[config.mk]
export PLATFORM = sky130hd
export DESIGN_NAME = uart_bufirq
export DESIGN_NICKNAME = d
export VERILOG_FILES = /design/src/rtl/uart_bufirq_pkg.sv /design/src/rtl/ubi_fifo.sv /design/src/rtl/ubi_event_detect.sv /design/src/rtl/ubi_event_reg.sv /design/src/rtl/uart_bufirq.sv
export SDC_FILE = /design/constraint.sdc
export NUM_CORES = 2
export LEC_CHECK = 0
export BUFFER_PORTS_ARGS = -buffer_cell sky130_fd_sc_hd__buf_4
export CORE_ASPECT_RATIO = 1.2
export CORE_MARGIN = 2
export CORE_UTILIZATION = 45
export CTS_CLUSTER_DIAMETER = 40
export DETAILED_ROUTE_END_ITERATION = 10
export PLACE_DENSITY = 0.61
export SLEW_MARGIN = 15
export SYNTH_ARGS = -nofsm -noshare
export SYNTH_HDL_FRONTEND = slang
export SYNTH_MEMORY_MAX_BITS = 65536
export SYNTH_SLANG_ARGS = --single-unit
[constraint.sdc]
create_clock -name clk -period 10.2 [get_ports clk]
set_input_delay 0.51 -clock clk [delete_from_list [all_inputs] [get_ports clk]]
set_output_delay 0.51 -clock clk [all_outputs]
set_load 0.02 [all_outputs]
[src/rtl/uart_bufirq_pkg.sv]
package uart_bufirq_pkg;

    localparam int NUM_EV = 12;

    // Status bit positions; software decodes these, so the order is fixed.
    localparam int EV_RD_EMPTY  = 0;
    localparam int EV_WR_FULL   = 1;
    localparam int EV_FRAME     = 2;
    localparam int EV_PARITY    = 3;
    localparam int EV_RX_OVF    = 4;
    localparam int EV_RX_AFULL  = 5;
    localparam int EV_RSVD      = 6;
    localparam int EV_TX_POP    = 7;
    localparam int EV_RX_PUSH   = 8;
    localparam int EV_WR_POP    = 9;
    localparam int EV_PROTO     = 10;
    localparam int EV_TX_AEMPTY = 11;

    typedef logic [NUM_EV-1:0] ev_vec_t;

    typedef struct packed {
        logic full;
        logic empty;
    } fifo_flags_t;

    // Bits that hardware may ever hold in the status vector.
    function automatic ev_vec_t ev_live_mask();
        ev_vec_t m;
        m = '1;
        m[EV_RSVD] = 1'b0;
        return m;
    endfunction

endpackage

[src/rtl/ubi_fifo.sv]
module ubi_fifo
    import uart_bufirq_pkg::*;
#(
    parameter int WIDTH = 8,
    parameter int DEPTH = 4,
    localparam int PW = $clog2(DEPTH),
    localparam int CW = $clog2(DEPTH) + 1
) (
    input  logic             clk,
    input  logic             rst,
    input  logic             push,
    input  logic [WIDTH-1:0] push_data,
    input  logic             pop,
    output logic [WIDTH-1:0] head,
    output logic [CW-1:0]    count,
    output fifo_flags_t      flags
);

    logic [WIDTH-1:0] mem [DEPTH];
    logic [PW-1:0]    wptr_q, rptr_q;
    logic [CW-1:0]    count_q;
    logic             push_ok, pop_ok;

    assign flags.full  = (count_q == CW'(DEPTH));
    assign flags.empty = (count_q == '0);
    assign push_ok     = push && !flags.full;
    assign pop_ok      = pop && !flags.empty;

    always_ff @(posedge clk) begin
        if (push_ok) begin
            mem[wptr_q] <= push_data;
        end
    end

    always_ff @(posedge clk) begin
        if (rst) begin
            wptr_q  <= '0;
            rptr_q  <= '0;
            count_q <= '0;
        end else begin
            if (push_ok) begin
                wptr_q <= wptr_q + 1'b1;
            end
            if (pop_ok) begin
                rptr_q <= rptr_q + 1'b1;
            end
            case ({push_ok, pop_ok})
                2'b10:   count_q <= count_q + 1'b1;
                2'b01:   count_q <= count_q - 1'b1;
                default: count_q <= count_q;
            endcase
        end
    end

    assign head  = mem[rptr_q];
    assign count = count_q;

endmodule

[src/rtl/ubi_event_detect.sv]
module ubi_event_detect
    import uart_bufirq_pkg::*;
#(
    parameter int RX_CW = 9,
    parameter int TX_CW = 9
) (
    input  logic             host_rd_en,
    input  logic             host_wr_en,
    input  logic             ser_rx_push,
    input  logic             ser_tx_pop,
    input  logic             ser_frame_err,
    input  logic             ser_parity_err,
    input  logic             proto_rd_err,
    input  fifo_flags_t      rx_flags,
    input  fifo_flags_t      wr_flags,
    input  fifo_flags_t      tx_flags,
    input  logic [RX_CW-1:0] rx_count,
    input  logic [TX_CW-1:0] tx_count,
    input  logic [RX_CW-1:0] rx_afull_lvl,
    input  logic [TX_CW-1:0] tx_aempty_lvl,
    output logic             wr_to_tx,
    output ev_vec_t          set_vec
);

    logic rx_take, tx_give;

    // Accepted transfers only; rejected ones raise the error bits instead.
    assign rx_take  = ser_rx_push && !rx_flags.full;
    assign tx_give  = ser_tx_pop && !tx_flags.empty;
    assign wr_to_tx = !wr_flags.empty && !tx_flags.full;

    always_comb begin
        set_vec = '0;
        set_vec[EV_RD_EMPTY]  = host_rd_en && rx_flags.empty;
        set_vec[EV_WR_FULL]   = host_wr_en && wr_flags.full;
        set_vec[EV_FRAME]     = ser_frame_err;
        set_vec[EV_PARITY]    = ser_parity_err;
        set_vec[EV_RX_OVF]    = ser_rx_push && rx_flags.full;
        set_vec[EV_RX_AFULL]  = rx_take && (rx_count >= rx_afull_lvl);
        set_vec[EV_TX_POP]    = tx_give;
        set_vec[EV_RX_PUSH]   = rx_take;
        set_vec[EV_WR_POP]    = wr_to_tx;
        set_vec[EV_PROTO]     = proto_rd_err;
        set_vec[EV_TX_AEMPTY] = tx_give && (tx_count <= tx_aempty_lvl);
    end

endmodule

[src/rtl/ubi_event_reg.sv]
module ubi_event_reg
    import uart_bufirq_pkg::*;
(
    input  logic    clk,
    input  logic    rst,
    input  ev_vec_t set_vec,
    input  logic    clr_en,
    input  ev_vec_t clr_vec,
    input  ev_vec_t mask_vec,
    output ev_vec_t status,
    output logic    irq
);

    ev_vec_t status_q;
    ev_vec_t clr_eff;
    logic    irq_q;

    assign clr_eff = clr_en ? clr_vec : '0;

    always_ff @(posedge clk) begin
        if (rst) begin
            status_q <= '0;
            irq_q    <= 1'b0;
        end else begin
            // Set is ORed in after the clear, so a same-cycle set survives.
            status_q <= ((status_q & ~clr_eff) | set_vec) & ev_live_mask();
            irq_q    <= |(status_q & ~mask_vec);
        end
    end

    assign status = status_q;
    assign irq    = irq_q;

endmodule

[src/rtl/uart_bufirq.sv]
module uart_bufirq
    import uart_bufirq_pkg::*;
#(
    parameter int DATA_W   = 8,
    parameter int RX_DEPTH = 256,
    parameter int TX_DEPTH = 256,
    parameter int WR_DEPTH = 4,
    localparam int RX_CW = $clog2(RX_DEPTH) + 1,
    localparam int TX_CW = $clog2(TX_DEPTH) + 1,
    localparam int WR_CW = $clog2(WR_DEPTH) + 1
) (
    input  logic              clk,
    input  logic              rst,
    input  logic              host_wr_en,
    input  logic [DATA_W-1:0] host_wr_data,
    input  logic              host_rd_en,
    output logic [DATA_W-1:0] host_rd_data,
    input  logic              ser_rx_push,
    input  logic [DATA_W-1:0] ser_rx_data,
    input  logic              ser_frame_err,
    input  logic              ser_parity_err,
    input  logic              ser_tx_pop,
    output logic [DATA_W-1:0] ser_tx_data,
    output logic              ser_tx_valid,
    input  logic              proto_rd_err,
    input  logic [RX_CW-1:0]  rx_afull_lvl,
    input  logic [TX_CW-1:0]  tx_aempty_lvl,
    input  logic [NUM_EV-1:0] mask_vec,
    input  logic              clr_en,
    input  logic [NUM_EV-1:0] clr_vec,
    output logic [NUM_EV-1:0] status_vec,
    output logic              irq,
    output logic [RX_CW-1:0]  rx_count,
    output logic [TX_CW-1:0]  tx_count,
    output logic [WR_CW-1:0]  wr_count,
    output logic              rx_empty,
    output logic              rx_full,
    output logic              wr_empty,
    output logic              wr_full,
    output logic              tx_empty,
    output logic              tx_full
);

    fifo_flags_t       rx_flags, wr_flags, tx_flags;
    logic [DATA_W-1:0] rx_head, wr_head;
    logic              wr_to_tx;
    ev_vec_t           set_vec;
    logic [DATA_W-1:0] rd_data_q;

    ubi_fifo #(.WIDTH(DATA_W), .DEPTH(RX_DEPTH)) u_rx_fifo (
        .clk       (clk),
        .rst       (rst),
        .push      (ser_rx_push),
        .push_data (ser_rx_data),
        .pop       (host_rd_en),
        .head      (rx_head),
        .count     (rx_count),
        .flags     (rx_flags)
    );

    ubi_fifo #(.WIDTH(DATA_W), .DEPTH(WR_DEPTH)) u_wr_fifo (
        .clk       (clk),
        .rst       (rst),
        .push      (host_wr_en),
        .push_data (host_wr_data),
        .pop       (wr_to_tx),
        .head      (wr_head),
        .count     (wr_count),
        .flags     (wr_flags)
    );

    ubi_fifo #(.WIDTH(DATA_W), .DEPTH(TX_DEPTH)) u_tx_fifo (
        .clk       (clk),
        .rst       (rst),
        .push      (wr_to_tx),
        .push_data (wr_head),
        .pop       (ser_tx_pop),
        .head      (ser_tx_data),
        .count     (tx_count),
        .flags     (tx_flags)
    );

    ubi_event_detect #(.RX_CW(RX_CW), .TX_CW(TX_CW)) u_detect (
        .host_rd_en     (host_rd_en),
        .host_wr_en     (host_wr_en),
        .ser_rx_push    (ser_rx_push),
        .ser_tx_pop     (ser_tx_pop),
        .ser_frame_err  (ser_frame_err),
        .ser_parity_err (ser_parity_err),
        .proto_rd_err   (proto_rd_err),
        .rx_flags       (rx_flags),
        .wr_flags       (wr_flags),
        .tx_flags       (tx_flags),
        .rx_count       (rx_count),
        .tx_count       (tx_count),
        .rx_afull_lvl   (rx_afull_lvl),
        .tx_aempty_lvl  (tx_aempty_lvl),
        .wr_to_tx       (wr_to_tx),
        .set_vec        (set_vec)
    );

    ubi_event_reg u_events (
        .clk      (clk),
        .rst      (rst),
        .set_vec  (set_vec),
        .clr_en   (clr_en),
        .clr_vec  (clr_vec),
        .mask_vec (mask_vec),
        .status   (status_vec),
        .irq      (irq)
    );

    // Registered read port: an empty read returns zero.
    always_ff @(posedge clk) begin
        if (rst) begin
            rd_data_q <= '0;
        end else if (host_rd_en) begin
            rd_data_q <= rx_flags.empty ? '0 : rx_head;
        end
    end

    assign host_rd_data = rd_data_q;
    assign ser_tx_valid = !tx_flags.empty;
    assign rx_empty     = rx_flags.empty;
    assign rx_full      = rx_flags.full;
    assign wr_empty     = wr_flags.empty;
    assign wr_full      = wr_flags.full;
    assign tx_empty     = tx_flags.empty;
    assign tx_full      = tx_flags.full;

endmodule

Word-level counts from Yosys, hierarchy flattened
Memory sizes are Yosys's and may differ from the RTL's. A register that Yosys moved wholly into a read port is not among the register bits.
Cells that the tools add are included.

operators by class
  order comparisons = 2
  equal/unequal tests = 9
  shift-type cells = 0
  bitwise gates (word level) = 5
  $add $sub $neg = 12
  multiply operators = 0
  reduce and logical (&&, ||, !) cells = 25
  mux-type cells = 17
  div/mod/pow operators = 0

operators by type and width
  operator             count
  $mux 8               5
  $pmux 9 s2           2
  $add 8x1->8 const B  4
  $and 12x12->12       2
  $not 12->12          2
  $add 9x1->9 const B  2
  $eq 9x9->1 const B   2
  $logic_not 9->1      2
  $sub 9x1->9 const B  2
  $logic_and 1x1->1    12
  $mux 12              1
  $or 12x12->12        1
  $reduce_or 12->1     1
  $ge 9x9->1           1
  $le 9x9->1           1
  $eq 2x1->1 const B   3
  $eq 2x2->1 const B   3
  $logic_not 1->1      6
  $mux 1               6
  $pmux 3 s2           1
  $reduce_bool 2->1    3
  $add 2x1->2 const B  2
  $mux 2               2
  $add 3x1->3 const B  1
  3 further kinds      3

word-level totals
  memories = 3
  bits in writable memories = 4,128
  output and inout port bits = 57
  bits in read-only memories = 0
  bits in registers = 78
  bits in latches = 0
  input bits = 68
  word-level logic and storage cells = 86

memory list
  memory         depth  bits a word  rd ports  clocked after memory_dff  wr ports  RTL line        source
  u_rx_fifo.mem  256    8            1         1                         1         ubi_fifo.sv:19  logic [WIDTH-1:0] mem [DEPTH];
  u_tx_fifo.mem  256    8            1         1                         1         ubi_fifo.sv:19
  u_wr_fifo.mem  4      8            1         1                         1         ubi_fifo.sv:19

Logic depth before layout (Yosys ltp)
  depth in word-level cells = 6
  depth in mapped cells = 18
  depth with buffers taken out = 14

Cells and area by module
A second synthesis with hierarchy kept.

unflattened totals
  cell total of the unflattened synthesis = 7,967
  area total of the unflattened synthesis = 165,192.2 um2

by module, submodules not included
  module                    cells an instance  area each (um2)  instances
  ubi_fifo (u_rx_fifo ...)  3,848              81,077.8         2
  ubi_fifo (u_wr_fifo)      96                 1,635.3          1
  ubi_event_detect          76                 541.8            1
  ubi_event_reg             64                 515.5            1
  uart_bufirq               35                 344.1            1

Worst setup path before layout
No wires, ideal clock.

  path kind = reg2reg
  start = register u_tx_fifo.count_q[4] (netlist: u_tx_fifo.count[4])
  end = register u_tx_fifo.count_q[6] (netlist: u_tx_fifo.count[6])
  stages on the path, launching flop included = 19
  library setup time = 0.070 ns
  data required time = 10.130 ns
  data arrival time = 4.257 ns
  buffers on the path = 4
  slack = 5.872 ns
  path through = dfxtp_1 clkbuf_1 nor2_1 nand4_1 and2_1 clkbuf_1 ha_1 clkbuf_1 clkbuf_1 xor2_1 ha_1 a21oi_1 and3b_1 a221oi_1 a21oi_1 a221oi_1 xor2_1 or3_1 a21oi_1

RTL lines
  element                                                 RTL line           source
  start: declaration                                      ubi_fifo.sv:21     logic [CW-1:0] count_q;
  start signal: assignment                                ubi_fifo.sv:48     2'b10: count_q <= count_q + 1'b1;
  start signal: assignment                                ubi_fifo.sv:49     2'b01: count_q <= count_q - 1'b1;
  start signal: assignment                                ubi_fifo.sv:50     default: count_q <= count_q;
  $logic_not 9->1 (*)                                     ubi_fifo.sv:25     assign flags.empty = (count_q == '0);
  $logic_not 1->1 (*)                                     -
  named net ser_tx_valid                                  uart_bufirq.sv:24  output logic ser_tx_valid,
  $logic_and 1x1->1 (*)                                   ubi_fifo.sv:27     assign pop_ok = pop && !flags.empty;
  $eq 2x1->1 / $eq 2x2->1 (equally long branches)         ubi_fifo.sv:47     case ({push_ok, pop_ok})
  $pmux 9 s2 / $reduce_bool 2->1 (equally long branches)  -

The timed path passes the listed nets; every way through them passes the cells marked *.
A chain may end at the register's enable or synchronous reset.

==> reports/qor.yml <==
clock_network:
  hold_buffers: 36
  post_cts_buffers: 0
  cts_buffer_depth: 4
  cts_buffers: 465
  cts-root-buf: "clkbuf_16"
  clock_latency_ps: 980
  cts.sinks: 4223
  htreeDepth: 5
  cts_tree: "yes"
  clkTransAtPathRegs_ps: 60
  cts.repair.resized: 0
setup_path:
  r2r-start: "u_tx_fifo.count[1]$_SDFFE_PP0P_"
  critPathMaxFanout: 39
  path_class: "reg2out"
  critPathRequiredTime_ps: 9690
  reg2reg_to: "u_tx_fifo.count[6]$_SDFFE_PP0P_"
  critPathMaxStageDelay_ps: 910
  r2r_cells: 15
  critPathArrivalTime_ps: 5980
  crit_path_cell_trace: "buf_4 -> buf_4 -> mux4_2 -> mux4_2 -> a22oi_1 -> nand2_1 -> a22oi_1 -> o221ai_1 -> buf_4"
  rrSetupSlack_ps: 5250
  cp-end-kind: "output pin"
  crit_slowest_cell: "dfxtp_4"
  cp-endpoint: "ser_tx_data[0]"
  start_kind: "flip-flop"
  cpMostUsedCell: "buf_4"
drt:
  ant_nets: 0
  drtPass1Iterations: 6
  vias: 78600
  wl_per_cell_um: 31.6
  avgViaCountPerCell: 6.00
  drt-total-wl_mm: 414
  first_iter_violations: 8295
  drc_errors: 0
timing:
  tns_ps: 0
  post-route-min-period_ps: 6490
  setup_viol: 0
  worst_slew_pin_slew_ps: 1320
  fin_worst_skew_ps: 95.0
  slew_viol_final: 0
  slew_headroom: 0.109
  period_share: 0.636
  rsz0062_at_grt: "false"
  max_freq_mhz: 154
  finalHoldViolations: 0
synthesis:
  synth_top_area_cell: "edfxtp_1"
  synth-edff-count: 4128
  synth_cell_types: 76
  synth_top_area_frac: 0.756
  ys_ff_latch: 4223
  yosys_warnings: 0
  yosysSeqAreaShare: 0.768
  synth_top_flop_cell: "edfxtp_1"
  synth_area_leaders: "edfxtp_1 76%, mux4_2 16%, nor2_1 1.5%, dfxtp_1 1.2%, mux2i_1 0.76%"
  synthesis.nets: 7723
  syn_area_per_cell_um2: 21.5
  netlist_area_um2: 164000
  async_reset_ff_frac: 0
  synth_cells: 7616
grt:
  met3_usage: 0.0358
  use_met2: 0.382
  antenna_found_initial: 5
  busiest_layer: "met2"
  grt_remaining_overflow: 0
  grt_pass1_vias: 81500
  grt_usage: 0.222
  grtUsageMet1: 0.280
  grt_first_pass_wirelength_mm: 593
  grt_start_max_net_pins: 193
die:
  die_h_um: 665
  core_area_um2: 362000
  rows: 242
  die_w_um: 555
  io_pins: 125
  die_area_um2: 369000
  start_util: 0.452
worst_hold_path:
  hold_path_class: "in2reg"
placement:
  port_buffers: 121
  place_hpwl_mm: 250
  place_congestion: 0.860
cells_and_area:
  seq_area_um2: 126000
  fin_nets: 8053
  drive_above_1_share: 0.265
  layout_commonest_cell: "edfxtp_1"
  area_growth_pct: 13.7
  multi_input_area_um2: 36000
  n_fill_cell: 28000
  layout_common_cells: "4,128 x edfxtp_1, 1,131 x mux4_2, 632 x nor2_1"
power_and_ir_drop:
  p_per_area_nw_per_um2: 244
  p_leak_nw: 56.2
  finalPower_mw: 45.4
  vdd.ir_drop.worst_uv: 208
status:
  status: "completed"
run:
  max_cap_viol_count: 0
## layout make-up
class,count,area share
multi-input combinational,2896,0.193
antenna,5,0.0000671
tap,4758,0.0319
timing repair buffer,307,0.0146
clock buffer,536,0.0650
sequential,4223,0.676
inverter,53,0.00107
clock inverter,334,0.0186
## synth_stat cells, types with 11 or more instances
cell       count
mux4_2      1139
nand2b_1      20
nand2_1      152
mux2_2        15
mux2i_1      125
o22ai_1       68
a22oi_1       90
buf_2        103
and2_1        17
or3_1         17
nor3_1        29
dfxtp_1       95
a211oi_1      20
o211ai_1      11
xor2_1        31
buf_1         50
xnor2_1       18
a22o_1        27
nand3_1       53
nor2_1       634
a21oi_1       86
clkbuf_1     243
a31oi_1       21
nor2b_1       51
o21ai_0       58
o221ai_1      12
ha_1          38
a2111oi_0     13
edfxtp_1    4128
buf_4         41
a221oi_1      29
and3_1        11
nand4_1       17
inv_1         52
nor4_1        12
## where the power goes
part / switching (mW) / total [mW] / internal [mW] / leakage [nW]
sequential: 0.276 / 20.7 / 20.4 / 37.9
clock: 7.09 / 16.8 / 9.74 / 7.49
combinational: 4.81 / 7.88 / 3.08 / 10.9
## worst max-delay path: cells and delay by family, from the launching register on
kind,cells,cell delay (ps)
compound gates,3,990
buf+inv,3,1660
flops,1,910
mux,2,1110
simple gates,1,270
## cell families after synthesis
family	synth area share
AO/OA/AOI/OAI	0.0205
other	0.0000229
XOR/XNOR	0.00262
AND/OR/NAND/NOR	0.0274
adder cells (fa/ha/maj)	0.00302
buffers and inverters	0.0134
flip-flops	0.768
multiplexers	0.165
## worst min-delay path by stage
stage                     slack [ps]                             start  depth (start not counted)                               end
final                            110                   rx_afull_lvl[8]                          5     u_events.status[5]$_SDFF_PP0_
after global routing              80                   rx_afull_lvl[8]                          5     u_events.status[5]$_SDFF_PP0_
after CTS                         20                   rx_afull_lvl[8]                          5     u_events.status[5]$_SDFF_PP0_
after detailed placement         490  u_rx_fifo.rptr_q[7]$_SDFFE_PP0P_                          2  u_rx_fifo.rptr_q[7]$_SDFFE_PP0P_
after global placement           480  u_rx_fifo.rptr_q[1]$_SDFFE_PP0P_                          2                         flip-flop
after floorplan                  470  u_rx_fifo.rptr_q[1]$_SDFFE_PP0P_                          2                         flip-flop
## metrics by stage
stage | area [um^2] | setup slack [ps] | util | instances | hold WS, ps
after floorplan | 164000 | 5870 | - | 7616 | 471
after global placement | 170000 | 4590 | 0.470 | 12200 | 477
after detailed placement | 170000 | 4610 | 0.470 | 12200 | 493
after CTS | 186000 | 3580 | 0.514 | 13100 | 23.6
after global routing | 186000 | 3370 | 0.514 | 13100 | 76.7
final | 186000 | 3710 | 0.514 | 13100 | 109
## registers in the layout, summed over array words and instances (netlist names), 3 cells and up, named ones only
name and count:
u_events.status 11, u_rx_fifo.wptr_q 8, u_tx_fifo.mem 2048, u_rx_fifo.count 9
u_wr_fifo.mem 32, u_tx_fifo.count 9, u_tx_fifo.wptr_q 8, u_wr_fifo.count 3
host_rd_data 8, u_rx_fifo.rptr_q 8, u_tx_fifo.rptr_q 8, u_rx_fifo.mem 2048
## layer usage
layer | wire length, um | part of all wire
met5 | 11 | 0.000027
met4 | 18800 | 0.046
met3 | 26900 | 0.065
met2 | 213000 | 0.51
met1 | 155000 | 0.38
No activity file was read; power rests on OpenSTA's default activity.
